`src/rtl/sc_resp_pkg.sv`:
```
package sc_resp_pkg;

  typedef enum logic [1:0] {
    SEG_LOW = 2'd0,
    SEG_F32 = 2'd1,
    SEG_F28 = 2'd2
  } seg_kind_t;

  typedef enum logic [3:0] {
    ST_IDLE,
    ST_SOF_LEAD,
    ST_SOF_MID,
    ST_SOF_H1,
    ST_SOF_H2,
    ST_BIT_H1,
    ST_BIT_H2,
    ST_EOF_H1,
    ST_EOF_H2,
    ST_EOF_MID,
    ST_EOF_TAIL,
    ST_DONE
  } frm_state_t;

endpackage

```
`src/rtl/sc_pulse_gen.sv`:
```
module sc_pulse_gen
  import sc_resp_pkg::*;
#(
  parameter int unsigned HALF_A = 16,
  parameter int unsigned HALF_B = 14,
  parameter int unsigned CNT_W  = 7
) (
  input  logic             clk,
  input  logic             rst_n,
  input  logic             active,
  input  seg_kind_t        kind,
  input  logic [CNT_W-1:0] periods,
  output logic             seg_end,
  output logic             mod
);

  localparam int unsigned PER_A   = 2 * HALF_A;
  localparam int unsigned PER_B   = 2 * HALF_B;
  localparam int unsigned PER_MAX = (PER_A > PER_B) ? PER_A : PER_B;
  localparam int unsigned PH_W    = $clog2(PER_MAX);

  logic [PH_W-1:0]  phase_q, phase_d;
  logic [CNT_W-1:0] nper_q, nper_d;
  logic [PH_W-1:0]  last_ph, half_ph;
  logic             period_end;
  logic             cnt_en;

  // Period geometry of the current segment; silent slots use the fc/32 length
  always_comb begin
    if (kind == SEG_F28) begin
      last_ph = PH_W'(PER_B - 1);
      half_ph = PH_W'(HALF_B);
    end else begin
      last_ph = PH_W'(PER_A - 1);
      half_ph = PH_W'(HALF_A);
    end
  end

  assign period_end = active && (phase_q == last_ph);
  assign seg_end    = period_end && (nper_q == (periods - CNT_W'(1)));

  always_comb begin
    phase_d = phase_q;
    nper_d  = nper_q;
    if (!active || seg_end) begin
      phase_d = '0;
      nper_d  = '0;
    end else if (period_end) begin
      phase_d = '0;
      nper_d  = nper_q + CNT_W'(1);
    end else begin
      phase_d = phase_q + PH_W'(1);
    end
  end

  assign cnt_en = active || (phase_q != '0) || (nper_q != '0);

  always_ff @(posedge clk or negedge rst_n) begin
    if (!rst_n) begin
      phase_q <= '0;
      nper_q  <= '0;
    end else if (cnt_en) begin
      phase_q <= phase_d;
      nper_q  <= nper_d;
    end
  end

  // Every period opens with its high half, so switching at a boundary keeps phase
  assign mod = active && (kind != SEG_LOW) && (phase_q < half_ph);

endmodule

```
`src/rtl/sc_frame_seq.sv`:
```
module sc_frame_seq
  import sc_resp_pkg::*;
#(
  parameter int unsigned N_HALF32  = 8,
  parameter int unsigned N_HALF28  = 9,
  parameter int unsigned N_DELIM32 = 24,
  parameter int unsigned N_DELIM28 = 27,
  parameter int unsigned N_GAP     = 24,
  parameter int unsigned RATE_MUL  = 4,
  parameter int unsigned CNT_W     = 7
) (
  input  logic             clk,
  input  logic             rst_n,
  input  logic             start,
  input  logic             dual_sel,
  input  logic             low_sel,
  input  logic             bit_valid,
  input  logic             bit_data,
  input  logic             seg_end,
  output logic             bit_ready,
  output logic             active,
  output seg_kind_t        kind,
  output logic [CNT_W-1:0] periods,
  output logic             done
);

  frm_state_t       state_q, state_d;
  logic             dual_q, low_q, bit_q;
  logic             cfg_en, bit_en, st_en;
  seg_kind_t        oth_kind, lead_kind;
  logic [CNT_W-1:0] oth_n, lead_n, base_n;

  // The "other" half of a symbol and the outer delimiter piece depend on the mode
  always_comb begin
    if (dual_q) begin
      oth_kind  = SEG_F28;
      oth_n     = CNT_W'(N_HALF28);
      lead_kind = SEG_F28;
      lead_n    = CNT_W'(N_DELIM28);
    end else begin
      oth_kind  = SEG_LOW;
      oth_n     = CNT_W'(N_HALF32);
      lead_kind = SEG_LOW;
      lead_n    = CNT_W'(N_GAP);
    end
  end

  always_comb begin
    kind   = SEG_LOW;
    base_n = CNT_W'(1);
    unique case (state_q)
      ST_SOF_LEAD, ST_EOF_TAIL: begin kind = lead_kind; base_n = lead_n; end
      ST_SOF_MID, ST_EOF_MID:   begin kind = SEG_F32; base_n = CNT_W'(N_DELIM32); end
      ST_SOF_H1, ST_EOF_H2:     begin kind = oth_kind; base_n = oth_n; end
      ST_SOF_H2, ST_EOF_H1:     begin kind = SEG_F32; base_n = CNT_W'(N_HALF32); end
      ST_BIT_H1: begin
        if (bit_q) begin kind = oth_kind; base_n = oth_n; end
        else       begin kind = SEG_F32;  base_n = CNT_W'(N_HALF32); end
      end
      ST_BIT_H2: begin
        if (bit_q) begin kind = SEG_F32;  base_n = CNT_W'(N_HALF32); end
        else       begin kind = oth_kind; base_n = oth_n; end
      end
      default: begin kind = SEG_LOW; base_n = CNT_W'(1); end
    endcase
  end

  assign periods = low_q ? CNT_W'(base_n * RATE_MUL) : base_n;

  assign active    = (state_q != ST_IDLE) && (state_q != ST_DONE);
  assign done      = (state_q == ST_DONE);
  assign bit_ready = seg_end && ((state_q == ST_SOF_H2) || (state_q == ST_BIT_H2));

  always_comb begin
    state_d = state_q;
    unique case (state_q)
      ST_IDLE:     if (start) state_d = ST_SOF_LEAD;
      ST_SOF_LEAD: if (seg_end) state_d = ST_SOF_MID;
      ST_SOF_MID:  if (seg_end) state_d = ST_SOF_H1;
      ST_SOF_H1:   if (seg_end) state_d = ST_SOF_H2;
      ST_SOF_H2, ST_BIT_H2:
                   if (seg_end) state_d = bit_valid ? ST_BIT_H1 : ST_EOF_H1;
      ST_BIT_H1:   if (seg_end) state_d = ST_BIT_H2;
      ST_EOF_H1:   if (seg_end) state_d = ST_EOF_H2;
      ST_EOF_H2:   if (seg_end) state_d = ST_EOF_MID;
      ST_EOF_MID:  if (seg_end) state_d = ST_EOF_TAIL;
      ST_EOF_TAIL: if (seg_end) state_d = ST_DONE;
      ST_DONE:     state_d = ST_IDLE;
      default:     state_d = ST_IDLE;
    endcase
  end

  assign st_en  = (state_d != state_q);
  assign cfg_en = (state_q == ST_IDLE) && start;
  assign bit_en = bit_ready && bit_valid;

  always_ff @(posedge clk or negedge rst_n) begin
    if (!rst_n) state_q <= ST_IDLE;
    else if (st_en) state_q <= state_d;
  end

  always_ff @(posedge clk or negedge rst_n) begin
    if (!rst_n) begin
      dual_q <= 1'b0;
      low_q  <= 1'b0;
    end else if (cfg_en) begin
      dual_q <= dual_sel;
      low_q  <= low_sel;
    end
  end

  always_ff @(posedge clk or negedge rst_n) begin
    if (!rst_n) bit_q <= 1'b0;
    else if (bit_en) bit_q <= bit_data;
  end

endmodule

```
`src/rtl/sc_resp_gen.sv`:
```
module sc_resp_gen
  import sc_resp_pkg::*;
#(
  parameter int unsigned HALF_A    = 16,
  parameter int unsigned HALF_B    = 14,
  parameter int unsigned N_HALF32  = 8,
  parameter int unsigned N_HALF28  = 9,
  parameter int unsigned N_DELIM32 = 24,
  parameter int unsigned N_DELIM28 = 27,
  parameter int unsigned N_GAP     = 24,
  parameter int unsigned RATE_MUL  = 4
) (
  input  logic clk,
  input  logic rst_n,
  input  logic start,
  input  logic dual_sel,
  input  logic low_rate,
  input  logic bit_valid,
  input  logic bit_data,
  output logic bit_ready,
  output logic mod_out,
  output logic frame_done
);

  localparam int unsigned MAX_A   = (N_HALF32 > N_HALF28) ? N_HALF32 : N_HALF28;
  localparam int unsigned MAX_B   = (N_DELIM32 > N_DELIM28) ? N_DELIM32 : N_DELIM28;
  localparam int unsigned MAX_C   = (MAX_B > N_GAP) ? MAX_B : N_GAP;
  localparam int unsigned MAX_N   = (MAX_A > MAX_C) ? MAX_A : MAX_C;
  localparam int unsigned CNT_W   = $clog2(MAX_N * RATE_MUL + 1);

  seg_kind_t        seg_kind;
  logic [CNT_W-1:0] seg_periods;
  logic             seg_end;
  logic             seq_active;

  sc_frame_seq #(
    .N_HALF32 (N_HALF32),
    .N_HALF28 (N_HALF28),
    .N_DELIM32(N_DELIM32),
    .N_DELIM28(N_DELIM28),
    .N_GAP    (N_GAP),
    .RATE_MUL (RATE_MUL),
    .CNT_W    (CNT_W)
  ) u_seq (
    .clk      (clk),
    .rst_n    (rst_n),
    .start    (start),
    .dual_sel (dual_sel),
    .low_sel  (low_rate),
    .bit_valid(bit_valid),
    .bit_data (bit_data),
    .seg_end  (seg_end),
    .bit_ready(bit_ready),
    .active   (seq_active),
    .kind     (seg_kind),
    .periods  (seg_periods),
    .done     (frame_done)
  );

  sc_pulse_gen #(
    .HALF_A(HALF_A),
    .HALF_B(HALF_B),
    .CNT_W (CNT_W)
  ) u_pulse (
    .clk    (clk),
    .rst_n  (rst_n),
    .active (seq_active),
    .kind   (seg_kind),
    .periods(seg_periods),
    .seg_end(seg_end),
    .mod    (mod_out)
  );

endmodule

```
`config.mk`:
```
export PLATFORM = sky130hd
export DESIGN_NAME = sc_resp_gen
export DESIGN_NICKNAME = d
export VERILOG_FILES = /design/src/rtl/sc_resp_pkg.sv /design/src/rtl/sc_pulse_gen.sv /design/src/rtl/sc_frame_seq.sv /design/src/rtl/sc_resp_gen.sv
export SDC_FILE = /design/constraint.sdc
export NUM_CORES = 1
export LEC_CHECK = 0
export ABC_AREA = 1
export ABC_CLOCK_PERIOD_IN_PS = 3000
export BUFFER_PORTS_ARGS = -buffer_cell sky130_fd_sc_hd__clkbuf_2
export CAP_MARGIN = 10
export CORE_UTILIZATION = 60
export CTS_BUF_LIST = sky130_fd_sc_hd__clkbuf_8
export DETAILED_ROUTE_END_ITERATION = 10
export PLACE_DENSITY_LB_ADDON = 0.3
export SLEW_MARGIN = 30
export SYNTH_ARGS = -nofsm -noshare
export SYNTH_HDL_FRONTEND = slang
export SYNTH_SLANG_ARGS = --single-unit
```
`constraint.sdc`:
```
create_clock -name clk -period 3 [get_ports clk]
set_input_delay 0.6 -clock clk [delete_from_list [all_inputs] [get_ports clk]]
set_output_delay 0.6 -clock clk [all_outputs]
set_load 0.01 [all_outputs]
```
==> impl_results.md <==
* RSZ-0062 raised after global routing: yes
* Ant diodes at 0
* Routed Wire Length at 4.63 mm
* Final net count at 303
* Crit end category: primary output
* R2r worst-path depth at 23
* Switching part of the total at 23.1%
* Cells taking the most area after synthesis: dfrtp_1, nand2_1, nand3_1
* Cell type with the highest occurrence count on the critical path: nor2_2
* Setup Skew at 4.59 ps
* Number of distinct standard cells referenced by the synthesized netlist at 30
* Number of clock buffers inserted by TritonCTS at 3
* Largest incremental delay on the critical path at 490 ps
* Share of power burned in combinational logic at 2.1%
* Final hold vios at 0
* Sequential group share of total power at 55.8%
* Initial antenna violation count at 0
* Number of routed nets with antenna violations at 0
* Vias per inst at 5.65
* Clock network latency to the later pin of the worst-skew pair at 270 ps
* RR Endpoint: u_pulse.nper_q[5]$_DFFE_PN0P_
* Crit Path Category: flop to primary output
* 1st-pass router iterations at 4
* Clock H-tree levels at 1
* Number of nets in the synthesized netlist at 259
* Global-route congestion overflow total at 0
* Area share of the largest cell type after synthesis at 29.0%
* GPL Wtd Cong at 0.828
* Drt first-iter violations at 64
* Max-cap viol count at 0
* Number of rows in the core area at 18
* Total vias in the final route at 1790
* Flop and latch count out of synthesis at 19
* Hold Slack at 289 ps
* Number of buffers between clock root and the deepest sink at 2
* Initial standard-cell utilization of the core at 65.0%
* Quantity of hold-fixing buffers added after cts at 0
* Cell taking the most area after synthesis: dfrtp_1
* Power density over the cells at 218 mW/mm²
* Cell at the slowest stage of the critical path: dfrtp_2
* Hold Crit Class: input port to asynchronous set/reset pin
* TritonCTS clock tree: built
* Final HPWL from detailed placement at 3.09 mm
* Die Span Y at 54.3 µm
* Reg-to-Reg Start: u_seq.state_q[3]$_DFFE_PN0P_
* Vias in the first global route at 1708
* Net switching power at 106 µW
* Maximum number of pins on one net before global-route repair at 20
* Critical path cell sequence: nor2_4, nand3_1, nand2_1, inv_2, nand3_4, nand2_4, ha_4, xor2_2, inv_1, nor2_1, nand3_1, nor2_2, nand2_1, nor2_2, nand2_4, nor2_2, buf_2
* # IOs at 10
* Input/output buffers at 9
* Slew at the pin closest to its max-slew limit at 518 ps
* Post-layout minimum cycle time at 3190 ps
* Area after DPL at 0.00185 mm²
* DRC Markers at 0
* Internal power component at 353 µW
* Sequential element share of the synthesized area at 29.0%
* Standard cell core area at 0.00252 mm²
* Count of clock tree sinks at 19
* Share of post-route cells with drive strength above 1 at 32.4%
* Static leakage power at 1.08 nW
* Highest clock rate at 0.314 GHz
* Clk network pwr share at 42.1%
* Synthesis-to-finish area growth at 28.1%
* Worst Slack Setup Final at -186 ps
* Largest vdd supply drop at 0.361 mV
* Critical path capture point: bit_ready
* Result of the run: complete, but fails checks
* Number of instances in the synthesized netlist at 244
* Worst setup path startpoint: u_seq.state_q[3]$_DFFE_PN0P_
* Cell area after synthesis at 0.00164 mm²
* Critical path peak fanout at 5
* Syn avg cell area at 6.72 µm²
* Critical path arrival at 2590 ps
* Final Instance Area at 0.00210 mm²
* Normalized max-slew margin at 65.5%
* Wire length of the first global-routing pass at 6.87 mm
* Violations in the final reports: negative setup slack
* Count of final setup violators at 4
* Overall global routing resource usage at 32.9%
* Width of the chip at 54.3 µm
* Root buffer selected by CTS: clkbuf_8
* Clock input transition at the sequential cells of the worst setup and hold paths at 80 ps
* Final slew viol count at 0
* Average wire per standard cell at 14.6 µm
* Reg-to-reg slack, setup at -110 ps
* Most frequent cells in the layout: nand2_1, inv_1, buf_4, nand3_1, nor2_1
* Most common library cell in the layout ignoring fill and taps: nand2_1
* Worst setup SP type: flop
* Final critical-path share of the clock period at 106%
* Required time of the critical path at 2400 ps
* Number of warnings issued by yosys at 0
* Area enclosed by the die boundary at 0.00295 mm²
## registers in the layout, summed over array words and instances, names as in the netlist
name	cells
u_pulse.nper_q	7
u_pulse.phase_q	5
u_seq.bit_q	1
u_seq.dual_q	1
u_seq.low_q	1
u_seq.state_q	4
## cells in the mapped netlist
cell	n
o21ai_1	1
inv_1	33
nand3_4	1
buf_4	1
inv_2	8
o21ai_2	1
nand3_1	27
nor4_1	1
nor2_2	5
a21oi_1	9
a211oi_1	3
a21boi_1	1
dfrtp_1	19
o22ai_1	1
xnor2_1	1
ha_1	8
nand2_2	10
nor2_1	22
nor2_4	2
nor3_1	6
nand3b_1	1
o21ai_0	13
xor2_1	5
nand2_4	3
nand4_1	2
nand3_2	1
o211ai_1	2
nand3b_2	1
and3_1	1
nand2_1	55
## worst max-delay path, delay by kind of cell (launching register included)
| family | cells | cell delay, ps |
|---|---|---|
| xor gates and xnor gates | 1 | 150 |
| adders and majority gates | 1 | 280 |
| buffers and inverters | 3 | 240 |
| DFF | 1 | 490 |
| and+or+nand+nor | 12 | 1140 |
## cell families after synthesis
| logic type | Yosys count | synth area share, % |
|---|---|---|
| XOR/XNOR | 6 | 3.20 |
| buffers and inverters | 42 | 9.84 |
| AND/OR/NAND/NOR | 138 | 41.2 |
| AO/OA/AOI/OAI | 31 | 10.7 |
| flip-flops | 19 | 29.0 |
| adder cells (fa/ha/maj) | 8 | 6.10 |
## how the worst min path moves through the flow
| stage | slack [ps] | cells after the start | start | to |
|---|---|---|---|---|
| 2_1_floorplan | 300 | 0 | rst_n | u_pulse.nper_q[0]$_DFFE_PN0P_ |
| 3_3_place_gp | 530 | 1 | u_pulse.nper_q[0]$_DFFE_PN0P_ | u_pulse.nper_q[0]$_DFFE_PN0P_ |
| 3_5_place_dp | 540 | 1 | u_pulse.nper_q[0]$_DFFE_PN0P_ | u_pulse.nper_q[0]$_DFFE_PN0P_ |
| 4_1_cts | 300 | 1 | rst_n | u_pulse.phase_q[1]$_DFFE_PN0P_ |
| 5_1_grt | 330 | 1 | rst_n | u_seq.bit_q$_DFFE_PN0P_ |
| 6_report | 290 | 1 | rst_n | u_seq.bit_q$_DFFE_PN0P_ |
## final cells by class
| cell class | instances | area, µm² |
|---|---|---|
| clock buffer | 3 | 41.3 |
| clock inverter | 1 | 7.51 |
| fill | 161 | 420 |
| inverter | 41 | 159 |
| multi-input combinational | 183 | 1090 |
| sequential | 19 | 480 |
| tap | 30 | 37.5 |
| timing repair buffer | 40 | 282 |
## metal layers
metal	up-vias	part of all wire [%]	routed length (µm)	global-route usage (%)
li1	873	-	-	-
met4	0	3.3	154	12.0
met2	65	52	2420	65.4
met5	-	0	0	0
met1	832	40	1840	33.2
met3	20	4.8	221	6.11
## repair_timing
action | CTS | global route
buffers inserted | 10 | 3
pin swaps | 13 | 9
resized for setup | 17 | 12
setup endpoints to repair | 1 | 6
gates cloned | 0 | 0
## power by group through the flow
stage / logic (mW) / clock network, mW / registers, mW
final: 0.00963 / 0.193 / 0.256
after global routing: 0.0111 / 0.201 / 0.256
after CTS: 0.00981 / 0.192 / 0.256
after detailed placement: 0.00972 / 0 / 0.261
after global placement: 0.00950 / 0 / 0.261
after floorplan: 0.000253 / 0 / 0.261
## through the flow
stage	utilization [%]	cells	setup slack [ps]	power, mW	setup TNS, ps
finish	83.3	317	-186	0.458	-419
CTS	80.9	314	-191	0.458	-231
global placement	73.4	300	-2.30	0.270	-2.30
global route	83.3	317	-376	0.468	-1320
floorplan	-	244	70.1	0.261	0
detailed placement	73.4	300	-23.0	0.271	-23.0
Power figures use the tool's default switching activity.
